===== config.mk =====
export PLATFORM = sky130hd
export DESIGN_NAME = irq_queue_tracker
export DESIGN_NICKNAME = d
export VERILOG_FILES = /design/src/rtl/irq_q_pkg.sv /design/src/rtl/irq_desc_build.sv /design/src/rtl/irq_desc_fifo.sv /design/src/rtl/irq_status_reg.sv /design/src/rtl/irq_queue_tracker.sv
export SDC_FILE = /design/constraint.sdc
export NUM_CORES = 1
export LEC_CHECK = 0
export BUFFER_PORTS_ARGS = -buffer_cell sky130_fd_sc_hd__clkbuf_2
export CAP_MARGIN = 20
export CORE_MARGIN = 3
export CORE_UTILIZATION = 58
export DETAILED_ROUTE_END_ITERATION = 10
export GPL_TIMING_DRIVEN = 0
export PLACE_DENSITY = 0.89
export SKIP_LAST_GASP = 1
export SYNTH_ARGS = -nofsm -noshare
export SYNTH_HDL_FRONTEND = slang
export SYNTH_SLANG_ARGS = --single-unit

===== constraint.sdc =====
create_clock -name clk -period 7.2 [get_ports clk]
set_input_delay 1.44 -clock clk [delete_from_list [all_inputs] [get_ports clk]]
set_output_delay 1.44 -clock clk [all_outputs]
set_load 0.01 [all_outputs]

===== src/rtl/irq_q_pkg.sv =====
package irq_q_pkg;
  localparam int IDX_W  = 15;
  localparam int CODE_W = 4;
  localparam int GRP_W  = 3;
  localparam int CHAN_W = 5;
  localparam int LEN_W  = 14;
  localparam int DESC_W = 32;
  localparam logic [IDX_W-1:0]  CNT_MAX  = '1;
  localparam logic [CODE_W-1:0] CODE_EOB = 4'h1;
  localparam logic [CODE_W-1:0] CODE_EOM = 4'h2;

  typedef logic [DESC_W-1:0] desc_t;

  function automatic desc_t pack_desc(input logic tx, input logic [GRP_W-1:0] grp,
                                      input logic [CHAN_W-1:0] chan,
                                      input logic [CODE_W-1:0] code,
                                      input logic [LEN_W-1:0] len);
    return {tx, grp[1:0], chan, code, 5'b0, grp[2], len};
  endfunction
endpackage


===== src/rtl/irq_desc_build.sv =====
module irq_desc_build
  import irq_q_pkg::*;
(
  input  logic              ev_valid,
  input  logic              ev_tx,
  input  logic              ev_eob,
  input  logic              ev_eom,
  input  logic [CODE_W-1:0] ev_code,
  input  logic [GRP_W-1:0]  ev_group,
  input  logic [CHAN_W-1:0] ev_chan,
  input  logic [LEN_W-1:0]  ev_len,
  output logic [1:0]        n_desc,
  output desc_t             desc0,
  output desc_t             desc1
);
  logic split_tx;
  logic [CODE_W-1:0] code0;
  logic [LEN_W-1:0]  len0;

  assign split_tx = ev_tx && ev_eob && ev_eom;

  always_comb begin
    if (split_tx)              code0 = CODE_EOB;
    else if (ev_eom)           code0 = CODE_EOM;
    else if (ev_eob)           code0 = CODE_EOB;
    else                       code0 = ev_code;
    len0 = (ev_eob || ev_eom) ? ev_len : '0;
  end

  assign desc0  = pack_desc(ev_tx, ev_group, ev_chan, code0, len0);
  assign desc1  = pack_desc(ev_tx, ev_group, ev_chan, CODE_EOM, ev_len);
  assign n_desc = !ev_valid ? 2'd0 : (split_tx ? 2'd2 : 2'd1);
endmodule


===== src/rtl/irq_desc_fifo.sv =====
module irq_desc_fifo #(
  parameter int DEPTH = 8,
  parameter int W     = 32
) (
  input  logic         clk,
  input  logic         rst,
  input  logic         clr,
  input  logic [1:0]   wr_n,
  input  logic [W-1:0] wr_d0,
  input  logic [W-1:0] wr_d1,
  input  logic         rd_en,
  output logic [W-1:0] rd_d,
  output logic         empty,
  output logic [$clog2(DEPTH+1)-1:0] free
);
  localparam int PW = $clog2(DEPTH);
  localparam int CW = $clog2(DEPTH+1);

  logic [W-1:0]  mem [DEPTH];
  logic [PW-1:0] wp, rp;
  logic [CW-1:0] cnt;

  always_ff @(posedge clk) begin
    if (wr_n != 2'd0) mem[wp] <= wr_d0;
    if (wr_n == 2'd2) mem[wp + PW'(1)] <= wr_d1;
  end

  always_ff @(posedge clk) begin
    if (rst || clr) begin
      wp  <= '0;
      rp  <= '0;
      cnt <= '0;
    end else begin
      wp  <= wp + PW'(wr_n);
      rp  <= rp + PW'(rd_en);
      cnt <= cnt + CW'(wr_n) - CW'(rd_en);
    end
  end

  assign rd_d  = mem[rp];
  assign empty = (cnt == '0);
  assign free  = CW'(DEPTH) - cnt;
endmodule


===== src/rtl/irq_status_reg.sv =====
module irq_status_reg
  import irq_q_pkg::*;
(
  input  logic             clk,
  input  logic             rst,
  input  logic             clr,
  input  logic             rd,
  input  logic             wr,
  input  logic [IDX_W-1:0] wr_svc,
  input  logic             push,
  input  logic             push_fills,
  output logic [IDX_W-1:0] svc,
  output logic [IDX_W-1:0] cnt,
  output logic             full,
  output logic [31:0]      rdata
);
  always_ff @(posedge clk) begin
    if (rst) begin
      svc   <= '0;
      cnt   <= '0;
      full  <= 1'b0;
      rdata <= '0;
    end else if (clr) begin
      svc  <= '0;
      cnt  <= '0;
      full <= 1'b0;
      if (rd) rdata <= '0;
    end else begin
      if (rd) rdata <= {1'b0, svc, full, cnt};
      if (wr) svc <= wr_svc;
      if (rd)
        cnt <= push ? IDX_W'(1) : '0;
      else if (push && cnt != CNT_MAX)
        cnt <= cnt + IDX_W'(1);
      if (rd)
        full <= push && push_fills;
      else if (push && push_fills)
        full <= 1'b1;
    end
  end
endmodule


===== src/rtl/irq_queue_tracker.sv =====
module irq_queue_tracker
  import irq_q_pkg::*;
#(
  parameter int AW         = 32,
  parameter int FIFO_DEPTH = 8,
  parameter logic [AW-1:0]    DEF_BASE = '0,
  parameter logic [14:0]      DEF_SIZE = 15'd16
) (
  input  logic              clk,
  input  logic              rst,
  input  logic              soft_rst,
  input  logic              ev_valid,
  input  logic              ev_tx,
  input  logic              ev_eob,
  input  logic              ev_eom,
  input  logic [3:0]        ev_code,
  input  logic [2:0]        ev_group,
  input  logic [4:0]        ev_chan,
  input  logic [13:0]       ev_len,
  input  logic              reg_rd,
  input  logic              reg_wr,
  input  logic [31:0]       reg_wdata,
  output logic [31:0]       reg_rdata,
  input  logic              cfg_wr,
  input  logic [AW-1:0]     cfg_base,
  input  logic [14:0]       cfg_size,
  output logic              mem_we,
  output logic [AW-1:0]     mem_addr,
  output logic [31:0]       mem_wdata
);
  localparam int FCW = $clog2(FIFO_DEPTH+1);

  logic [1:0]       n_desc, wr_n;
  desc_t            d0, d1, head;
  logic             f_empty, issue, q_full, stat_clr;
  logic [FCW-1:0]   f_free;
  logic [AW-1:0]    base_q;
  logic [IDX_W-1:0] size_q, wr_pos, nxt_pos, svc_idx, int_cnt;
  logic             full_flag;

  irq_desc_build u_build (
    .ev_valid(ev_valid), .ev_tx(ev_tx), .ev_eob(ev_eob), .ev_eom(ev_eom),
    .ev_code(ev_code), .ev_group(ev_group), .ev_chan(ev_chan), .ev_len(ev_len),
    .n_desc(n_desc), .desc0(d0), .desc1(d1)
  );

  // whole event is admitted or dropped
  assign wr_n = (FCW'(n_desc) <= f_free) ? n_desc : 2'd0;

  irq_desc_fifo #(.DEPTH(FIFO_DEPTH), .W(DESC_W)) u_fifo (
    .clk(clk), .rst(rst), .clr(soft_rst), .wr_n(wr_n), .wr_d0(d0), .wr_d1(d1),
    .rd_en(issue), .rd_d(head), .empty(f_empty), .free(f_free)
  );

  assign stat_clr = soft_rst || cfg_wr;
  assign nxt_pos  = (wr_pos == size_q - IDX_W'(1)) ? '0 : wr_pos + IDX_W'(1);
  assign q_full   = (nxt_pos == svc_idx);
  assign issue    = !f_empty && !q_full && !stat_clr;

  always_ff @(posedge clk) begin
    if (rst) begin
      base_q <= DEF_BASE;
      size_q <= DEF_SIZE;
    end else if (cfg_wr) begin
      base_q <= cfg_base;
      size_q <= cfg_size;
    end
  end

  always_ff @(posedge clk) begin
    if (rst || stat_clr) wr_pos <= '0;
    else if (issue)      wr_pos <= nxt_pos;
  end

  always_ff @(posedge clk) begin
    if (rst) begin
      mem_we    <= 1'b0;
      mem_addr  <= '0;
      mem_wdata <= '0;
    end else begin
      mem_we <= issue;
      if (issue) begin
        mem_addr  <= base_q + AW'(wr_pos);
        mem_wdata <= head;
      end
    end
  end

  irq_status_reg u_stat (
    .clk(clk), .rst(rst), .clr(stat_clr), .rd(reg_rd), .wr(reg_wr),
    .wr_svc(reg_wdata[30:16]), .push(mem_we), .push_fills(q_full),
    .svc(svc_idx), .cnt(int_cnt), .full(full_flag), .rdata(reg_rdata)
  );
endmodule


==> flow_metrics.py <==
metrics = {
    "timing": {
        "rsz0062_at_grt": "no",
        "report.final.slew_viol_count": 0,
        "layout_min_cycle_time_ns": 5.36,
        "postLayoutSetupSlackWorst_ns": 1.84,
        "hold_violations": 0,
        "finalCritPeriodShare_pct": 74.4,
        "slew_headroom_pct": 26.2,
        "clock-skew-final_ns": 0.0181,
        "max_slew.worst_pin.slew_ns": 1.11,
        "max_freq_ghz": 0.187,
        "whs_ns": 0.460,
        "setup_viol": 0,
        "setup_tns_ns": 0,
    },
    "power_and_ir_drop": {
        "p_clk_share_pct": 40.4,
        "internal_power_mw": 4.01,
        "combinationalPowerShare_pct": 10.6,
        "power.density_nw_per_um2": 241,
        "seq_power_share_pct": 49.0,
        "swShare_pct": 24.5,
        "p_total_mw": 5.31,
        "power.static_leakage_nw": 8.38,
        "p_switching_mw": 1.30,
        "peakVddDrop_uv": 197,
    },
    "setup_path": {
        "cp-endpoint": "u_fifo.mem[1][6]",
        "crit_type": "in -> reg",
        "cp.depth": 13,
        "arrival_ns": 5.43,
        "crit_required_ns": 7.27,
        "r2r_cells": 21,
        "reg2reg_to": "u_fifo.cnt[2]",
        "r2r_slack_ns": 1.85,
        "crit_family": "compound AO/OA/AOI/OAI gates",
        "cp-end-kind": "flop",
        "crit_fanout": 23,
        "crit_path_start": "ev_tx",
        "r2r_start": "size_q[0]",
        "slowest_stage": "a21oi_1",
        "worstPathCellList": "clkbuf_2, clkbuf_1, nand3_1, nand2_1, ha_1, a21oi_1, o21ai_0, o21ai_0, nor2_1, nand2_1, nor3_1, a21oi_1, inv_1",
        "critPathMaxStageDelay_ns": 0.89,
        "cp_num_buf_inv": 3,
        "worstSetupStartpointType": "input pin",
    },
    "drt": {
        "vias_per_cell": 5.94,
        "top_layer": "met5",
        "num_vias": 14200,
        "routedLengthMet1_mm": 18.7,
        "wl_met2_mm": 25.1,
        "drcViolationCount": 0,
        "route.met3.wl_mm": 3.65,
        "drtIter0Drc": 1156,
        "wl_per_cell_um": 20.9,
        "dr.pass1.iters": 5,
        "antenna_left": 0,
        "drt-total-wl_mm": 50.0,
    },
    "synth": {
        "synth_seq_cells": 410,
        "synth_cell_types": 65,
        "synthFlopType": "dfxtp_1",
        "yosysTopAreaCellShare_pct": 29.1,
        "synthTopCellsByArea": "edfxtp_1 29%, dfxtp_1 24%, mux2i_1 6.7%",
        "syn_area_um2": 19000,
        "synth_common_cells": "226 x dfxtp_1, 204 x nor2_1, 184 x edfxtp_1",
        "synth_edf_count": 184,
        "synth_area_per_cell_um2": 11.3,
        "synth.most_common_cell": "dfxtp_1",
        "synth_area_leader_cell": "edfxtp_1",
        "synthArstFlopShare_pct": 0,
        "synth-seq-area-share_pct": 53.0,
        "ys_warn_count": 0,
        "postSynthCellCount": 1684,
    },
    "min_path": {
        "hold_class": "reg -> reg",
    },
    "run": {
        "cap_violations": 0,
    },
    "place": {
        "port_buffers": 186,
        "placed_cells": 2317,
        "place_hpwl_mm": 36.0,
        "place_congestion": 0.969,
        "place_ws_ns": 1.49,
        "dpl_cell_area_um2": 20600,
    },
    "layout": {
        "nets": 2078,
        "areaGrowthSynthToFinish_pct": 16.1,
        "drive_gt1_share_pct": 18.0,
        "final_util_pct": 69.1,
        "fill_cells": 2250,
        "layoutNonFillerInstCount": 2397,
        "antenna-diode-count": 0,
        "final-seq-area_um2": 10000,
        "multi_input_area_um2": 8350,
        "final_area_um2": 22000,
    },
    "status": {
        "status": "completed",
    },
    "global_routing": {
        "grt.total_usage_pct": 28.2,
        "grt_pass1_wl_mm": 78.3,
        "overflow": 0,
        "antenna_found_initial": 2,
        "grt_pass1_vias": 14500,
        "grt_start_max_net_pins": 24,
    },
    "cts": {
        "cts_num_sinks": 410,
        "cts_resized": 0,
        "cts_max_path_buffers": 3,
        "cts_tree": "done",
        "worstSkewPairLatency_ns": 0.54,
        "htree_levels": 2,
        "clk_pin_slew_worst_paths_ns": 0.06,
        "root_buffer": "clkbuf_16",
        "cts_buffers": 42,
        "hold_buffers": 0,
        "cts_setup_buffers": 0,
    },
    "floorplanning": {
        "io_pins": 212,
        "coreArea_um2": 31900,
        "chipWidth_um": 187,
        "die_h_um": 187,
        "dieArea_um2": 34900,
        "rows": 65,
        "initial_core_util_pct": 59.5,
    },
}
## power groups by stage
| stage | Combinational (mW) | Sequential [mW] | Clock [mW] |
|---|---|---|---|
| after global placement | 0.521 | 2.64 | 0 |
| after CTS | 0.558 | 2.60 | 2.16 |
| after global routing | 0.613 | 2.62 | 2.25 |
| final | 0.563 | 2.61 | 2.14 |
| after detailed placement | 0.553 | 2.65 | 0 |
| after floorplan | 0.342 | 2.65 | 0 |
## worst reg2reg max path: cells and delay by family (launching register included)
kind                       cells  cell delay [ns]
DFF                            1             0.37
AOI/OAI and AO/OA              5             1.55
buffers and inverters          7             1.01
adders and majority gates      4             1.06
xor gates and xnor gates       1             0.15
and+or+nand+nor                4             1.08
## metal layers
| layer | global-route usage [%] | vias to the layer above |
|---|---|---|
| met2 | 49.4 | 650 |
| li1 | - | 6480 |
| met5 | 0 | - |
| met4 | 13.8 | 4 |
| met1 | 33.5 | 6922 |
| met3 | 5.17 | 172 |
## cell families after synthesis
kind of cell               after synthesis  share of synthesized area [%]
xor gates and xnor gates                83                           3.91
AOI/OAI and AO/OA                      216                           7.48
buffers and inverters                  134                           3.09
and+or+nand+nor                        625                           17.0
adders and majority gates               34                           2.36
other                                    1                         0.0198
DFF                                    410                           53.0
muxes                                  181                           13.1
## final cells by class
type,count,area share [%]
Buffer,102,2.10
Multi-Input combinational cell,1145,37.9
Clock buffer,57,5.26
Timing Repair Buffer,196,5.27
Tap cell,435,2.47
Inverter,32,0.557
Sequential cell,410,45.6
Clock inverter,20,0.807
## sequential cells by signal, indices dropped and copies added, names as in the netlist
| signal | cells |
|---|---|
| u_fifo.wp | 3 |
| u_fifo.mem | 216 |
| size_q | 15 |
| u_stat.rdata | 31 |
| u_fifo.rp | 3 |
| wr_pos | 15 |
| u_stat.full | 1 |
| mem_wdata | 27 |
| u_stat.cnt | 15 |
| mem_addr | 32 |
| base_q | 32 |
| u_fifo.cnt | 4 |
| mem_we | 1 |
| u_stat.svc | 15 |
## layout by cell type (no fill, tap or decap), types with 7 or more instances in the layout
master,instances
dfxtp_1,226
nor2_1,204
clkbuf_2,186
edfxtp_1,184
and2_1,182
mux2i_1,127
clkbuf_1,79
nand2_1,66
a21oi_1,64
mux4_2,54
xnor2_1,52
clkbuf_16,43
o21ai_0,42
nor2b_1,40
nand3_1,32
a211oi_1,32
ha_1,31
xor2_1,30
inv_1,30
nor3_1,22
or3_1,19
a22o_1,18
nand4_1,12
clkinv_2,12
buf_1,11
buf_2,10
and3_1,10
or4_1,9
o211ai_1,9
buf_4,9
a21o_1,8
nor4_1,7
buf_16,7
## worst min path at each step
| stage | end | cells past startpoint | slack, ns | startpoint |
|---|---|---|---|---|
| final | mem_addr[13] | 2 | 0.46 | mem_addr[13] |
| after detailed placement | mem_addr[13] | 2 | 0.45 | mem_addr[13] |
| after CTS | mem_addr[13] | 2 | 0.46 | mem_addr[13] |
| after floorplan | u_fifo.mem[1][16] | 2 | 0.45 | u_fifo.mem[1][16] |
| after global routing | mem_addr[10] | 2 | 0.50 | mem_addr[10] |
| after global placement | mem_addr[10] | 2 | 0.44 | mem_addr[10] |
(Power assumes the default switching activity.)
